### src/rtl/nib_alu_pkg.sv
package nib_alu_pkg;

   localparam int OPC_W = 6;

   typedef enum logic [2:0] {
      CLS_NONE,
      CLS_ADD,
      CLS_SUB,
      CLS_CMP,
      CLS_LOG
   } op_cls_e;

   typedef enum logic [1:0] {
      CMP_EQ,
      CMP_NE,
      CMP_GE,
      CMP_LT
   } cmp_kind_e;

   typedef enum logic [1:0] {
      LOG_AND,
      LOG_OR,
      LOG_XOR
   } log_kind_e;

   typedef struct packed {
      op_cls_e   cls;
      logic      use_imm;
      logic      use_cin;
      logic      skip_en;
      logic      wr_en;
      logic      upd_flag;
      cmp_kind_e cmp;
      log_kind_e lg;
   } dec_t;

endpackage

### src/rtl/nib_decode.sv
module nib_decode
   import nib_alu_pkg::*;
(
   input  logic [OPC_W-1:0] opc_i,
   output dec_t             dec_o
);

   always_comb begin
      dec_o          = '0;
      dec_o.cls      = CLS_NONE;
      dec_o.cmp      = CMP_EQ;
      dec_o.lg       = LOG_AND;
      case (opc_i[5:3])
         3'b010, 3'b011: begin
            dec_o.cls      = opc_i[3] ? CLS_SUB : CLS_ADD;
            dec_o.use_imm  = opc_i[2];
            dec_o.use_cin  = opc_i[1];
            dec_o.skip_en  = opc_i[0];
            dec_o.wr_en    = 1'b1;
            dec_o.upd_flag = 1'b1;
         end
         3'b000: begin
            dec_o.use_imm = opc_i[0];
            case (opc_i[2:0])
               3'b100, 3'b101: begin dec_o.cls = CLS_CMP; dec_o.cmp = CMP_EQ; end
               3'b001:         begin dec_o.cls = CLS_CMP; dec_o.cmp = CMP_NE; end
               3'b110, 3'b111: begin dec_o.cls = CLS_CMP; dec_o.cmp = CMP_GE; end
               3'b011:         begin dec_o.cls = CLS_CMP; dec_o.cmp = CMP_LT; end
               default:        dec_o.use_imm = 1'b0;
            endcase
         end
         3'b001: begin
            if (opc_i[2:1] != 2'b11) begin
               dec_o.cls     = CLS_LOG;
               dec_o.use_imm = opc_i[0];
               dec_o.wr_en   = 1'b1;
               case (opc_i[2:1])
                  2'b00:   dec_o.lg = LOG_AND;
                  2'b01:   dec_o.lg = LOG_OR;
                  default: dec_o.lg = LOG_XOR;
               endcase
            end
         end
         default: ;
      endcase
   end

endmodule

### src/rtl/nib_arith.sv
module nib_arith
   import nib_alu_pkg::*;
#(
   parameter int DATA_W = 4
) (
   input  dec_t              dec_i,
   input  logic [DATA_W-1:0] a_i,
   input  logic [DATA_W-1:0] b_i,
   input  logic              flag_i,
   output logic [DATA_W-1:0] res_o,
   output logic              flag_o,
   output logic              skip_o
);

   logic              sub_mode;
   logic              cin_eff;
   logic [DATA_W-1:0] b_eff;
   logic [DATA_W:0]   chain;
   logic [DATA_W-1:0] sum;
   logic              zero;

   assign sub_mode = (dec_i.cls == CLS_SUB) || (dec_i.cls == CLS_CMP);
   assign cin_eff  = dec_i.use_cin & flag_i;
   assign b_eff    = sub_mode ? ~b_i : b_i;
   assign chain[0] = sub_mode ? ~cin_eff : cin_eff;

   for (genvar i = 0; i < DATA_W; i++) begin : g_bit
      assign sum[i]     = a_i[i] ^ b_eff[i] ^ chain[i];
      assign chain[i+1] = (a_i[i] & b_eff[i]) | (chain[i] & (a_i[i] ^ b_eff[i]));
   end

   assign flag_o = sub_mode ? ~chain[DATA_W] : chain[DATA_W];
   assign zero   = (sum == '0);

   always_comb begin
      res_o = sum;
      if (dec_i.cls == CLS_LOG) begin
         case (dec_i.lg)
            LOG_AND: res_o = a_i & b_i;
            LOG_OR:  res_o = a_i | b_i;
            default: res_o = a_i ^ b_i;
         endcase
      end
   end

   always_comb begin
      skip_o = 1'b0;
      case (dec_i.cls)
         CLS_ADD, CLS_SUB: skip_o = dec_i.skip_en & flag_o;
         CLS_CMP: begin
            case (dec_i.cmp)
               CMP_EQ:  skip_o = zero;
               CMP_NE:  skip_o = ~zero;
               CMP_GE:  skip_o = ~flag_o;
               default: skip_o = flag_o;
            endcase
         end
         default: skip_o = 1'b0;
      endcase
   end


   always_comb begin
      if (dec_i.cls == CLS_CMP) begin
         eq_match_chk: assert (zero == (a_i == b_i));
      end
   end

endmodule

### src/rtl/nib_fwd.sv
module nib_fwd #(
   parameter int ADDR_W    = 8,
   parameter int DATA_W    = 4,
   parameter bit BYPASS_EN = 1'b1
) (
   input  logic              pend_we_i,
   input  logic [ADDR_W-1:0] pend_addr_i,
   input  logic [DATA_W-1:0] pend_data_i,
   input  logic [ADDR_W-1:0] rd_addr_i,
   input  logic [DATA_W-1:0] mem_data_i,
   output logic [DATA_W-1:0] data_o
);

   if (BYPASS_EN) begin : g_bypass
      assign data_o = (pend_we_i && (pend_addr_i == rd_addr_i)) ? pend_data_i : mem_data_i;
   end else begin : g_direct
      logic unused_pend;
      assign unused_pend = pend_we_i ^ (^pend_addr_i) ^ (^pend_data_i) ^ (^rd_addr_i);
      assign data_o = mem_data_i;
   end

endmodule

### src/rtl/nib_alu_exec.sv
module nib_alu_exec
   import nib_alu_pkg::*;
#(
   parameter int BANK_W    = 2,
   parameter int ROW_W     = 2,
   parameter int COL_W     = 4,
   parameter int DATA_W    = 4,
   parameter bit BYPASS_EN = 1'b1,
   localparam int ADDR_W   = BANK_W + ROW_W + COL_W,
   localparam int INSTR_W  = OPC_W + ROW_W + 2 * COL_W
) (
   input  logic               clk,
   input  logic               rst_n,
   input  logic               instr_valid_i,
   input  logic [INSTR_W-1:0] instr_i,
   input  logic [BANK_W-1:0]  bank_i,
   output logic [ADDR_W-1:0]  mem_m_raddr_o,
   input  logic [DATA_W-1:0]  mem_m_rdata_i,
   output logic [ADDR_W-1:0]  mem_r_raddr_o,
   input  logic [DATA_W-1:0]  mem_r_rdata_i,
   output logic               mem_we_o,
   output logic [ADDR_W-1:0]  mem_waddr_o,
   output logic [DATA_W-1:0]  mem_wdata_o,
   output logic               skip_o,
   output logic               carry_o
);

   if (DATA_W != COL_W) begin : g_bad_width
      $error("nib_alu_exec: immediate field width must equal DATA_W");
   end
   if (BANK_W < 1 || ROW_W < 1) begin : g_bad_addr
      $error("nib_alu_exec: bank and row fields need at least one bit");
   end

   logic [OPC_W-1:0]  opc;
   logic [ROW_W-1:0]  row;
   logic [COL_W-1:0]  col;
   logic [COL_W-1:0]  low_fld;
   logic [ADDR_W-1:0] m_addr;
   logic [ADDR_W-1:0] r_addr;
   logic [ADDR_W-1:0] dest_addr;
   logic [DATA_W-1:0] m_val;
   logic [DATA_W-1:0] r_val;
   logic [DATA_W-1:0] opa;
   logic [DATA_W-1:0] opb;
   logic [DATA_W-1:0] res;
   logic              flag_nxt;
   logic              skip_nxt;
   dec_t              dec;

   assign opc     = instr_i[INSTR_W-1 -: OPC_W];
   assign row     = instr_i[2*COL_W +: ROW_W];
   assign col     = instr_i[COL_W +: COL_W];
   assign low_fld = instr_i[COL_W-1:0];

   assign m_addr = {bank_i, row, col};
   assign r_addr = {{(BANK_W + ROW_W){1'b0}}, low_fld};

   assign mem_m_raddr_o = m_addr;
   assign mem_r_raddr_o = r_addr;

   nib_decode u_decode (
      .opc_i (opc),
      .dec_o (dec)
   );

   nib_fwd #(.ADDR_W(ADDR_W), .DATA_W(DATA_W), .BYPASS_EN(BYPASS_EN)) u_fwd_m (
      .pend_we_i   (mem_we_o),
      .pend_addr_i (mem_waddr_o),
      .pend_data_i (mem_wdata_o),
      .rd_addr_i   (m_addr),
      .mem_data_i  (mem_m_rdata_i),
      .data_o      (m_val)
   );

   nib_fwd #(.ADDR_W(ADDR_W), .DATA_W(DATA_W), .BYPASS_EN(BYPASS_EN)) u_fwd_r (
      .pend_we_i   (mem_we_o),
      .pend_addr_i (mem_waddr_o),
      .pend_data_i (mem_wdata_o),
      .rd_addr_i   (r_addr),
      .mem_data_i  (mem_r_rdata_i),
      .data_o      (r_val)
   );

   assign opa       = dec.use_imm ? m_val  : r_val;
   assign opb       = dec.use_imm ? low_fld : m_val;
   assign dest_addr = dec.use_imm ? m_addr : r_addr;

   nib_arith #(.DATA_W(DATA_W)) u_arith (
      .dec_i  (dec),
      .a_i    (opa),
      .b_i    (opb),
      .flag_i (carry_o),
      .res_o  (res),
      .flag_o (flag_nxt),
      .skip_o (skip_nxt)
   );

   always_ff @(posedge clk) begin
      if (!rst_n) begin
         mem_we_o    <= 1'b0;
         mem_waddr_o <= '0;
         mem_wdata_o <= '0;
         skip_o      <= 1'b0;
         carry_o     <= 1'b0;
      end else begin
         mem_we_o <= instr_valid_i & dec.wr_en;
         skip_o   <= instr_valid_i & skip_nxt;
         if (instr_valid_i && dec.wr_en) begin
            mem_waddr_o <= dest_addr;
            mem_wdata_o <= res;
         end
         if (instr_valid_i && dec.upd_flag) begin
            carry_o <= flag_nxt;
         end
      end
   end


   we_after_valid_chk: assert property (@(posedge clk) disable iff (!rst_n)
      mem_we_o |-> $past(instr_valid_i));


   skip_after_valid_chk: assert property (@(posedge clk) disable iff (!rst_n)
      skip_o |-> $past(instr_valid_i));


   carry_hold_chk: assert property (@(posedge clk) disable iff (!rst_n)
      !$past(instr_valid_i) |-> $stable(carry_o));


   cmp_no_write_chk: assert property (@(posedge clk) disable iff (!rst_n)
      (instr_valid_i && dec.cls == CLS_CMP) |=> !mem_we_o);


   unknown_quiet_chk: assert property (@(posedge clk) disable iff (!rst_n)
      (instr_valid_i && dec.cls == CLS_NONE) |=> (!mem_we_o && !skip_o));


   bypass_chk: assert property (@(posedge clk) disable iff (!rst_n)
      (BYPASS_EN && mem_we_o && m_addr == mem_waddr_o) |-> (m_val == mem_wdata_o));

endmodule

### config.mk
export PLATFORM = sky130hd
export DESIGN_NAME = nib_alu_exec
export DESIGN_NICKNAME = d
export VERILOG_FILES = /design/src/rtl/nib_alu_pkg.sv /design/src/rtl/nib_decode.sv /design/src/rtl/nib_arith.sv /design/src/rtl/nib_fwd.sv /design/src/rtl/nib_alu_exec.sv
export SDC_FILE = /design/constraint.sdc
export NUM_CORES = 1
export LEC_CHECK = 0
export BUFFER_PORTS_ARGS = -buffer_cell sky130_fd_sc_hd__buf_2
export CORE_ASPECT_RATIO = 0.8
export CORE_MARGIN = 8
export CORE_UTILIZATION = 45
export CTS_BUF_LIST = sky130_fd_sc_hd__clkbuf_16
export DETAILED_ROUTE_END_ITERATION = 8
export GPL_ROUTABILITY_DRIVEN = 0
export HOLD_SLACK_MARGIN = 0.12
export MAX_ROUTING_LAYER = met4
export PLACE_DENSITY_LB_ADDON = 0.25
export SLEW_MARGIN = 20
export SYNTH_ARGS = -nofsm -noshare
export SYNTH_HDL_FRONTEND = slang
export SYNTH_SLANG_ARGS = --single-unit
export TNS_END_PERCENT = 10
### constraint.sdc
create_clock -name clk -period 4.4 [get_ports clk]
set_input_delay 0.22 -clock clk [delete_from_list [all_inputs] [get_ports clk]]
set_output_delay 0.22 -clock clk [all_outputs]
set_load 0.05 [all_outputs]
==> results.yml <==
setup_path:
  worst-setup-path-type: "flop to flop"
  cp.required_ps: 4580
  cp-end-kind: "flop"
  worstPathArrival_ps: 4080
  crit-reg2reg-launch: "mem_waddr_o[6]"
  crit_start: "mem_waddr_o[6]"
  critPathMaxFanout: 5
  cp-start-kind: "flop"
clocking:
  cts_max_level: 1
  postCtsSetupBuffers: 0
  cts_resized: 0
  cts_tree: "yes"
  ctsHoldBuffers: 0
  cts-buffers-inserted: 3
  insertion_delay_ps: 250
  clk_pin_slew_ps: 50
  cts_buffer_depth: 2
  cts-root-buf: "clkbuf_16"
  clkSinkCount: 15
pwr:
  p_int_w: 0.000348
  p_switching_w: 0.000227
  clock_power_share_pct: 32.2
  netSwitchingFraction_pct: 39.5
  pwr-share-seq_pct: 26.5
  power.density_mw_per_mm2: 291
  comb_power_share_pct: 41.3
  p_leak_nw: 0.847
  fin_total_pwr_w: 0.000575
  ir_worst_vdd_mv: 0.165
sta:
  drv_slew: 0
  worst_clock_skew_ps: 2.55
  period_needed_ps: 3910
  rsz0062_at_grt: "false"
  post-route-period-util_pct: 88.8
  hold_ws_ps: 249
  max_slew_margin_pct: 62.3
  fmax_mhz: 256
  hold_viol_final: 0
  tightest_slew_ps: 563
  setup-tns-final_ps: 0
  setup_viol: 0
yosys:
  syn_avg_cell_area_um2: 7.85
  yosys_warnings: 0
  synth_cell_types: 48
  synthTopCellsByArea: "dfxtp_1, xnor2_1, buf_4"
  ys_seq_elements: 15
  seq_area_frac_synth_pct: 17.6
  netlist_instances: 217
  ys_dominant_reg_cell: "dfxtp_1"
  synth_top_area_share_pct: 17.6
  async_flop_share_pct: 0
  synthesis.area_mm2: 0.00170
  synth_top_cell_by_area: "dfxtp_1"
  synth_edf_count: 0
global_routing:
  grt_max_degree: 17
  met3_usage_pct: 4.86
  grtUsageMet1_pct: 22.2
  grt_busiest_layer: "met2"
  grt_pass1_wl_um: 8000
  grt_overflow: 0
  antenna_found_initial: 0
  grt_pass1_vias: 1662
  groute.usage.overall_pct: 16.6
  met2_usage_pct: 24.6
cells_and_area:
  layout_common_cells: "buf_2, nand2_1, nor2_1"
  drive_above_1_share_pct: 32.3
  mostFrequentLayoutCell: "buf_2"
  n_fill_cell: 376
  final_cells: 304
  antenna_cells: 0
  nets: 302
  syn2layout_area_growth_pct: 16.0
  fin_util_pct: 53.4
drt:
  drc: 0
  via_count: 1704
  drtIter0Drc: 110
  totalWireLength_um: 4900
  ant_nets: 0
  wl_per_cell_um: 16.1
  viasPerCell: 5.61
  drt_pass1_iterations: 6
floorplan:
  fp.dieH_um: 71.0
  start_util_pct: 46.0
  die_w_um: 84.8
  io_pins: 60
  core.rowCount: 20
  dieArea_mm2: 0.00602
  core-area_mm2: 0.00370
run_status:
  status: "completed"
flow_run:
  maxCapViolations: 0
worst_hold_path:
  hp-class: "input pin to flop"
  hold_path.startpoint: "bank_i[0]"
place:
  dp_hpwl_um: 4070
  dp.cells: 300
  portBuffers: 55
## area by class of cell
| class | instances | area [um^2] | share of cell area [%] |
|---|---|---|---|
| flip-flops and latches | 15 | 300 | 15.2 |
| inverters | 9 | 33.8 | 1.71 |
| multi-input cells | 174 | 1210 | 61.1 |
| clock buffers | 3 | 75.1 | 3.80 |
| repair buffers | 58 | 298 | 15.1 |
| clock inverters | 1 | 7.51 | 0.380 |
| well taps | 44 | 55.1 | 2.78 |
## kinds of logic after synthesis
logic type / after synthesis / share of synthesized area [%]
compound gates: 56 / 25.5
mux: 1 / 0.587
fa+ha+maj: 12 / 10.6
xor+xnor: 18 / 9.25
buf+inv: 31 / 12.2
simple gates: 83 / 24.1
other cells: 1 / 0.220
flops: 15 / 17.6
## cells in the mapped netlist (2+ instances only)
cell type   n
xnor2_1    18
a22oi_1     4
nand3_1     4
a311oi_1    4
nand4_1     6
a21oi_1    10
fa_1        4
o21ai_0    14
buf_4      16
a21oi_2     2
nor3_1      2
and3_1      2
nor2b_1     2
a31oi_1     2
ha_1        8
dfxtp_1    15
a31oi_2     3
nand2_1    28
nand3b_1    2
o31ai_1     4
nor2_1     21
or2_2       5
o221a_2     4
buf_6       2
and2_1      2
o221ai_1    4
inv_1       8
## per-layer routing
layer	vias to the layer above	routed length (um)
met5	-	0
met4	0	19
li1	843	-
met3	2	465
met2	74	2050
met1	785	2360
## registers in the layout (all words and copies together), names as in the netlist
signal / cells
mem_we_o: 1
mem_waddr_o: 8
skip_o: 1
carry_o: 1
mem_wdata_o: 4
## path summary, 6_finish.rpt
path / endpoint / slack [ps] / cells past startpoint
setup / recovery: skip_o / 490 / 15
hold reg to reg: carry_o / 470 / 2
hold / removal: mem_waddr_o[6] / 250 / 3
setup reg to reg: skip_o / 490 / 15
## power by group through the flow
stage	Clock [W]	Sequential, W	Combinational [W]
after detailed placement	0	0.000155	0.000236
after floorplan	0	0.000177	0.000161
after CTS	0.000186	0.000152	0.000238
after global placement	0	0.000155	0.000233
final	0.000185	0.000152	0.000238
after global routing	0.000195	0.000153	0.000259
## stage by stage
stage | instance area (um^2) | setup WS, ps
final | 1980 | 492
after floorplan | 1720 | 206
after CTS | 1980 | 488
after global placement | 1890 | 496
after detailed placement | 1890 | 391
after global routing | 1980 | 139
## critical path, cell delays in order, from the launching register on
cell and delay [ps]:
dfxtp_1 340, xnor2_1 230, nand3_1 220, nor3_1 340
nand2b_1 170, o221ai_1 190, fa_1 450, inv_1 70
fa_1 150, inv_1 50, fa_1 370, fa_1 470
nand4b_1 110, nor2_1 50, or4_1 470, a31oi_1 170
(Power assumes the default switching activity.)
